==> src/rtl/evpk_pkg.sv <==
package evpk_pkg;
  localparam int HDR_BYTES = 16;
  localparam logic [7:0] HDR_SIZE_VAL = 8'd16;
  localparam logic [7:0] HDR_TYPE_VAL = 8'd1;
  localparam int PIX_BITS = 2;
  localparam int PIX_PER_BYTE = 8 / PIX_BITS;

  typedef enum logic [1:0] {
    PH_IDLE = 2'd0,
    PH_EMB  = 2'd1,
    PH_PIX  = 2'd2
  } phase_e;
endpackage

==> src/rtl/evpk_hdr_byte.sv <==
module evpk_hdr_byte #(
  parameter int CNT_W = 32,
  parameter int LEN_W = 10
) (
  input  logic [LEN_W-1:0] idx_i,
  input  logic [CNT_W-1:0] cnt_i,
  input  logic [31:0]      ts_i,
  output logic [7:0]       byte_o
);
  import evpk_pkg::*;

  logic [31:0] cnt32;
  assign cnt32 = 32'(cnt_i);

  always_comb begin
    byte_o = 8'd0;
    if (idx_i < LEN_W'(HDR_BYTES)) begin
      case (idx_i[3:0])
        4'd0:    byte_o = HDR_SIZE_VAL;
        4'd1:    byte_o = HDR_TYPE_VAL;
        4'd2:    byte_o = cnt32[7:0];
        4'd3:    byte_o = cnt32[15:8];
        4'd4:    byte_o = cnt32[23:16];
        4'd5:    byte_o = cnt32[31:24];
        4'd6:    byte_o = ts_i[7:0];
        4'd7:    byte_o = ts_i[15:8];
        4'd8:    byte_o = ts_i[23:16];
        4'd9:    byte_o = ts_i[31:24];
        default: byte_o = 8'd0;
      endcase
    end else begin
      byte_o = ts_i[8*idx_i[1:0] +: 8];
    end
  end
endmodule

==> src/rtl/evpk_ctl.sv <==
module evpk_ctl #(
  parameter int CNT_W = 32,
  parameter int LEN_W = 10
) (
  input  logic               clk,
  input  logic               rst_n,
  input  logic               sof_i,
  input  logic [31:0]        ts_i,
  input  logic [LEN_W-1:0]   emb_len_i,
  input  logic               out_fire_i,
  input  logic               frame_end_i,
  output evpk_pkg::phase_e   phase_o,
  output logic [LEN_W-1:0]   idx_o,
  output logic [CNT_W-1:0]   cnt_o,
  output logic [31:0]        ts_o
);
  import evpk_pkg::*;

  phase_e            ph_q, ph_d;
  logic [LEN_W-1:0]  idx_q, idx_d;
  logic [LEN_W-1:0]  len_q, len_d;
  logic [CNT_W-1:0]  cnt_q, cnt_d;
  logic [31:0]       ts_q;
  logic              start, emb_done, ts_en, len_en, idx_en, cnt_en;

  assign start    = (ph_q == PH_IDLE) && sof_i;
  assign emb_done = (ph_q == PH_EMB) && out_fire_i && (idx_q == len_q - LEN_W'(1));

  always_comb begin
    ph_d   = ph_q;
    idx_d  = idx_q;
    len_d  = len_q;
    cnt_d  = cnt_q;
    ts_en  = 1'b0;
    len_en = 1'b0;
    idx_en = 1'b0;
    cnt_en = 1'b0;
    case (ph_q)
      PH_IDLE: if (sof_i) begin
        ph_d   = PH_EMB;
        idx_d  = '0;
        idx_en = 1'b1;
        len_d  = (emb_len_i < LEN_W'(HDR_BYTES)) ? LEN_W'(HDR_BYTES) : emb_len_i;
        len_en = 1'b1;
        ts_en  = 1'b1;
      end
      PH_EMB: if (out_fire_i) begin
        idx_en = 1'b1;
        if (emb_done) begin
          ph_d   = PH_PIX;
          cnt_d  = cnt_q + CNT_W'(1);
          cnt_en = 1'b1;
        end else begin
          idx_d = idx_q + LEN_W'(1);
        end
      end
      PH_PIX: if (frame_end_i) ph_d = PH_IDLE;
      default: ph_d = PH_IDLE;
    endcase
  end

  always_ff @(posedge clk or negedge rst_n) begin
    if (!rst_n) begin
      ph_q  <= PH_IDLE;
      idx_q <= '0;
      len_q <= LEN_W'(HDR_BYTES);
      cnt_q <= '0;
      ts_q  <= '0;
    end else begin
      ph_q <= ph_d;
      if (idx_en) idx_q <= idx_d;
      if (len_en) len_q <= len_d;
      if (cnt_en) cnt_q <= cnt_d;
      if (ts_en)  ts_q  <= ts_i;
    end
  end

  assign phase_o = ph_q;
  assign idx_o   = idx_q;
  assign cnt_o   = cnt_q;
  assign ts_o    = ts_q;
  wire unused_start = start;
endmodule

==> src/rtl/evpk_pack.sv <==
module evpk_pack (
  input  logic       clk,
  input  logic       rst_n,
  input  logic       en_i,
  input  logic       pix_valid_i,
  input  logic [1:0] pix_code_i,
  input  logic       pix_last_i,
  input  logic       take_i,
  output logic       pix_ready_o,
  output logic       full_o,
  output logic [7:0] byte_o,
  output logic       last_o
);
  import evpk_pkg::*;
  localparam int SLOT_W = $clog2(PIX_PER_BYTE);

  logic [7:0]        acc_q, acc_d;
  logic [SLOT_W-1:0] slot_q, slot_d;
  logic              full_q, full_d, last_q, last_d;
  logic              accept;

  assign pix_ready_o = en_i && !full_q;
  assign accept      = pix_valid_i && pix_ready_o;

  always_comb begin
    acc_d  = acc_q;
    slot_d = slot_q;
    full_d = full_q;
    last_d = last_q;
    if (take_i) begin
      acc_d  = '0;
      full_d = 1'b0;
      last_d = 1'b0;
    end else if (accept) begin
      acc_d[PIX_BITS*slot_q +: PIX_BITS] = pix_code_i;
      if (pix_last_i || (slot_q == SLOT_W'(PIX_PER_BYTE - 1))) begin
        full_d = 1'b1;
        last_d = pix_last_i;
        slot_d = '0;
      end else begin
        slot_d = slot_q + SLOT_W'(1);
      end
    end
  end

  always_ff @(posedge clk or negedge rst_n) begin
    if (!rst_n) begin
      acc_q  <= '0;
      slot_q <= '0;
      full_q <= 1'b0;
      last_q <= 1'b0;
    end else if (take_i || accept) begin
      acc_q  <= acc_d;
      slot_q <= slot_d;
      full_q <= full_d;
      last_q <= last_d;
    end
  end

  assign full_o = full_q;
  assign byte_o = acc_q;
  assign last_o = last_q;
endmodule

==> src/rtl/evpk_top.sv <==
module evpk_top #(
  parameter int CNT_W = 32,
  parameter int LEN_W = 10
) (
  input  logic             clk,
  input  logic             rst_n,
  input  logic             sof_i,
  input  logic [31:0]      ts_i,
  input  logic [LEN_W-1:0] emb_len_i,
  input  logic             pix_valid_i,
  input  logic [1:0]       pix_code_i,
  input  logic             pix_last_i,
  output logic             pix_ready_o,
  output logic             out_valid_o,
  input  logic             out_ready_i,
  output logic [7:0]       out_data_o,
  output logic             out_embed_o,
  output logic             out_last_o
);
  import evpk_pkg::*;

  phase_e            phase;
  logic [LEN_W-1:0]  idx;
  logic [CNT_W-1:0]  cnt;
  logic [31:0]       ts_lat;
  logic [7:0]        hdr_byte, pix_byte;
  logic              full, pix_last_byte, in_emb, in_pix, fire, pix_take;

  assign in_emb   = (phase == PH_EMB);
  assign in_pix   = (phase == PH_PIX);
  assign fire     = out_valid_o && out_ready_i;
  assign pix_take = fire && in_pix;

  evpk_ctl #(.CNT_W(CNT_W), .LEN_W(LEN_W)) u_ctl (
    .clk        (clk),
    .rst_n      (rst_n),
    .sof_i      (sof_i),
    .ts_i       (ts_i),
    .emb_len_i  (emb_len_i),
    .out_fire_i (fire),
    .frame_end_i(pix_take && pix_last_byte),
    .phase_o    (phase),
    .idx_o      (idx),
    .cnt_o      (cnt),
    .ts_o       (ts_lat)
  );

  evpk_hdr_byte #(.CNT_W(CNT_W), .LEN_W(LEN_W)) u_hdr (
    .idx_i (idx),
    .cnt_i (cnt),
    .ts_i  (ts_lat),
    .byte_o(hdr_byte)
  );

  evpk_pack u_pack (
    .clk        (clk),
    .rst_n      (rst_n),
    .en_i       (in_pix),
    .pix_valid_i(pix_valid_i),
    .pix_code_i (pix_code_i),
    .pix_last_i (pix_last_i),
    .take_i     (pix_take),
    .pix_ready_o(pix_ready_o),
    .full_o     (full),
    .byte_o     (pix_byte),
    .last_o     (pix_last_byte)
  );

  assign out_valid_o = in_emb || (in_pix && full);
  assign out_data_o  = in_emb ? hdr_byte : pix_byte;
  assign out_embed_o = in_emb;
  assign out_last_o  = in_pix && full && pix_last_byte;
endmodule

==> config.mk <==
export PLATFORM = sky130hd
export DESIGN_NAME = evpk_top
export DESIGN_NICKNAME = d
export VERILOG_FILES = /design/src/rtl/evpk_pkg.sv /design/src/rtl/evpk_hdr_byte.sv /design/src/rtl/evpk_ctl.sv /design/src/rtl/evpk_pack.sv /design/src/rtl/evpk_top.sv
export SDC_FILE = /design/constraint.sdc
export NUM_CORES = 1
export LEC_CHECK = 0
export BUFFER_PORTS_ARGS = -buffer_cell sky130_fd_sc_hd__buf_2
export CAP_MARGIN = 20
export CORE_MARGIN = 3
export CORE_UTILIZATION = 40
export CTS_BUF_LIST = sky130_fd_sc_hd__clkbuf_8
export CTS_CLUSTER_DIAMETER = 150
export DETAILED_ROUTE_END_ITERATION = 8
export RECOVER_POWER = 25
export SLEW_MARGIN = 20
export SYNTH_ARGS = -nofsm -noshare
export SYNTH_HDL_FRONTEND = slang
export SYNTH_SLANG_ARGS = --single-unit
==> constraint.sdc <==
create_clock -name clk -period 2.4 [get_ports clk]
set_input_delay 0 -clock clk [delete_from_list [all_inputs] [get_ports clk]]
set_output_delay 0 -clock clk [all_outputs]
set_load 0.05 [all_outputs]
==> flow_summary.yaml <==
status:
  outcome: "finished with violations"
  failed_checks: "setup timing"
synthesis:
  yosysWarnings: 0
  synth_adder_area_share: 0.0218
  synth_cells: 644
  yosysTopAreaCell: "dfrtp_1"
  yosysTopAreaCellShare: 0.423
  synth_edf_count: 0
  synth_compound_area_frac: 0.132
  ys_seq_area_frac: 0.427
  yosys.area_share.simple: 0.269
  synthTopCellsByArea: "dfrtp_1 42%, nand2_1 11%, xnor2_1 3.5%"
  synth-seq-cells: 98
  muxShareOfSynthArea: 0.0438
  synth_fp_nets: 704
  syn_area_per_cell_um2: 8.92
  synth_xor_area_frac: 0.0640
  synth_top_family_by_area: "simple AND/OR/NAND/NOR gates"
  dominantRegCellSynth: "dfrtp_1"
  syn_area_um2: 5740
  async_flop_share: 1.00
  ys_types: 59
worst_setup_path:
  path_class: "flip-flop to output pin"
  critical_path.max_fanout: 10
  regToRegEndpoint: "u_ctl.idx_o[1]$_DFFE_PN0P_"
  reg2regPathDepth: 9
  critPathLaunchType: "flip-flop"
  endpoint: "out_data_o[1]"
  r2r-start: "u_ctl.len_q[2]$_DFFE_PN0P_"
  cp.required_ns: 2.40
  cp-startpoint: "u_ctl.idx_o[0]$_DFFE_PN0P_"
  crit_arrival_ns: 2.44
  cp-end-kind: "output pin"
  reg2reg_slack_ns: 0.04
global_routing:
  grtUsageTotal: 0.208
  grt_pass1_vias: 5348
  grt_start_max_net_pins: 47
  met3_usage: 0.0462
  busiest_layer: "met2"
  grt_pass1_wl_um: 27000
  use_met1: 0.279
  met2_usage: 0.339
  antenna_found_initial: 0
  gr-total-overflow: 0
hold_path:
  hp-start: "sof_i"
  hold_path.class: "primary input to flip-flop"
placement:
  place_congestion: 0.882
  dpl.hpwl_um: 11100
  place_ws_ns: -0.0209
  dpl_cell_area_um2: 6600
  io_buffers: 61
routing:
  drtPass1Iterations: 5
  wl_um: 16700
  vias_per_cell: 5.50
  detail-route-antenna-nets: 0
  dr.first_iter.drc_count: 336
  drc: 0
  wl_per_cell_um: 17.1
  vias: 5364
sta:
  layout_min_cycle_time_ns: 2.44
  skew_ns: 0.0106
  tightest_slew_ns: 1.19
  setup_ws_ns: -0.0413
  setup_viol: 1
  rsz0062_at_grt: "yes"
  finalSetupTns_ns: -0.0413
  fmax_mhz: 410
  finalCritPeriodShare: 1.02
  slew_headroom: 0.206
  report.final.slew_viol_count: 0
  hold_viol: 0
floorplan:
  initial_utilization: 0.411
  core-area_um2: 14000
  die_area_um2: 15800
  die_x_um: 126
  rows: 43
  io_pins: 62
  dieHeight_um: 126
pwr:
  power_frac_clock: 0.137
  sw_frac_of_total: 0.434
  power_density_nw_per_um2: 1050
  internal_power_w: 0.00464
  finalPower_w: 0.00819
  leakagePower_nw: 3.54
  p_switching_w: 0.00355
  combPwrFrac: 0.561
  ir_worst_vdd_uv: 542
  seq_power_share: 0.302
cells_and_area:
  final_cell_mix: "162 x nand2_1, 94 x dfrtp_1, 58 x buf_4, 52 x buf_2, 48 x dlygate4sd3_1"
  mostFrequentLayoutCell: "nand2_1"
  diodes: 0
  drive_gt1_frac: 0.277
  nets: 850
  fill_cells: 1218
  syn2layout_area_growth_pct: 36.2
  design_area_um2: 7830
cts:
  cts.clk_slew.worst_paths_ns: 0.09
  max-clock-path-buffers: 2
  htreeDepth: 3
  cts_tree: "done"
  clock_latency_ns: 0.39
  cts_buffers: 9
  cts_root_buf: "clkbuf_8"
  clock-sinks: 98
run:
  drv_cap: 0
==> state kept, by name, summed over array words and instances, names as in the netlist, 2 cells and up <==
signal and cells:
u_ctl.ts_o 32, u_ctl.idx_o 10, u_pack.slot_q 2, u_ctl.len_q 10, u_pack.byte_o 8, u_ctl.cnt_o 32, u_ctl.phase_o 2
==> synth_stat cells (2+ instances only) <==
cell	count
mux2i_1	6
a221oi_1	7
nor4bb_1	2
dfrtp_1	97
nand2_1	163
nor4_1	6
nand4_1	22
xnor2_1	23
o22ai_1	4
o21ai_0	22
a31oi_1	4
and3b_1	2
or4_1	3
nor4_2	3
nor4_4	2
a32oi_1	3
nand2b_1	6
nor4b_1	2
inv_1	14
and2_1	4
ha_1	10
nor2b_1	4
a21o_1	2
buf_1	8
a222oi_1	2
buf_2	5
nand3_1	25
o31ai_1	6
nor2_1	24
and4_1	3
or3_1	2
a211oi_1	5
nor3b_1	7
a22o_1	2
nor3_1	7
clkbuf_1	30
a22oi_1	19
xor2_1	19
and3_1	10
o211ai_1	3
nor3_2	6
mux4_2	8
buf_6	2
a21oi_1	25
==> critical path, cell delays in order (launching register included) <==
cell and delay, ns:
dfrtp_2 0.47, buf_6 0.14, ha_4 0.19, buf_8 0.15
a22oi_1 0.29, a211oi_2 0.13, a21oi_1 0.14, nor2_1 0.07
a21oi_2 0.22, o21ai_4 0.07, buf_4 0.19
==> per-stage QoR <==
step           hold slack (ns)  utilization  cells
2_1_floorplan           -0.296            -    644
3_3_place_gp            0.0604        0.472    888
3_5_place_dp            0.0705        0.472    888
4_1_cts                 0.0720        0.535    957
5_1_grt                  0.102        0.559    975
6_report                0.0900        0.559    975
==> cells by family after synthesis <==
family / Yosys count
buf+inv: 59
xor+xnor: 42
mux: 15
fa+ha+maj: 10
compound gates: 112
flops: 98
simple gates: 308
==> power by group through the flow <==
stage | combinational [W] | clock, W | sequential [W]
after global placement | 0.00354 | 0 | 0.00244
after CTS | 0.00412 | 0.00116 | 0.00242
after detailed placement | 0.00359 | 0 | 0.00245
after global routing | 0.00493 | 0.00122 | 0.00253
after floorplan | 0.00245 | 0 | 0.00233
final | 0.00459 | 0.00113 | 0.00247
==> worst min path at each step <==
| stage | end | slack [ns] | depth (start not counted) |
|---|---|---|---|
| 3_3_place_gp | u_ctl.cnt_o[27]$_DFFE_PN0P_ | 0.06 | 1 |
| 4_1_cts | u_ctl.ts_o[31]$_DFFE_PN0P_ | 0.07 | 4 |
| 3_5_place_dp | u_ctl.cnt_o[24]$_DFFE_PN0P_ | 0.07 | 1 |
| 2_1_floorplan | u_ctl.cnt_o[0]$_DFFE_PN0P_ | -0.30 | 0 |
| 6_report | u_ctl.ts_o[31]$_DFFE_PN0P_ | 0.09 | 4 |
| 5_1_grt | u_ctl.ts_o[29]$_DFFE_PN0P_ | 0.10 | 4 |
==> routing by layer <==
metal  wire [um]  up-vias
met1        7470     2610
met4         405        0
met2        8070      149
met3         725       30
met5           0        -
li1            -     2575
==> what timing repair did <==
item	CTS	global route
hold buffers	48	0
setup endpoints to repair	11	31
buffers inserted	5	16
pin swaps	5	17
gates cloned	0	3
gates resized for setup	37	42
hold endpoints to repair	94	0
==> layout make-up <==
class | instances | area [um2] | share of cell area
multi-input combinational | 487 | 3420 | 0.437
sequential | 98 | 2460 | 0.314
timing repair buffer | 180 | 1470 | 0.187
tap | 180 | 225 | 0.0288
clock buffer | 11 | 151 | 0.0193
inverter | 14 | 55.1 | 0.00703
clock inverter | 5 | 53.8 | 0.00687
No activity file was read; power rests on OpenSTA's default activity.
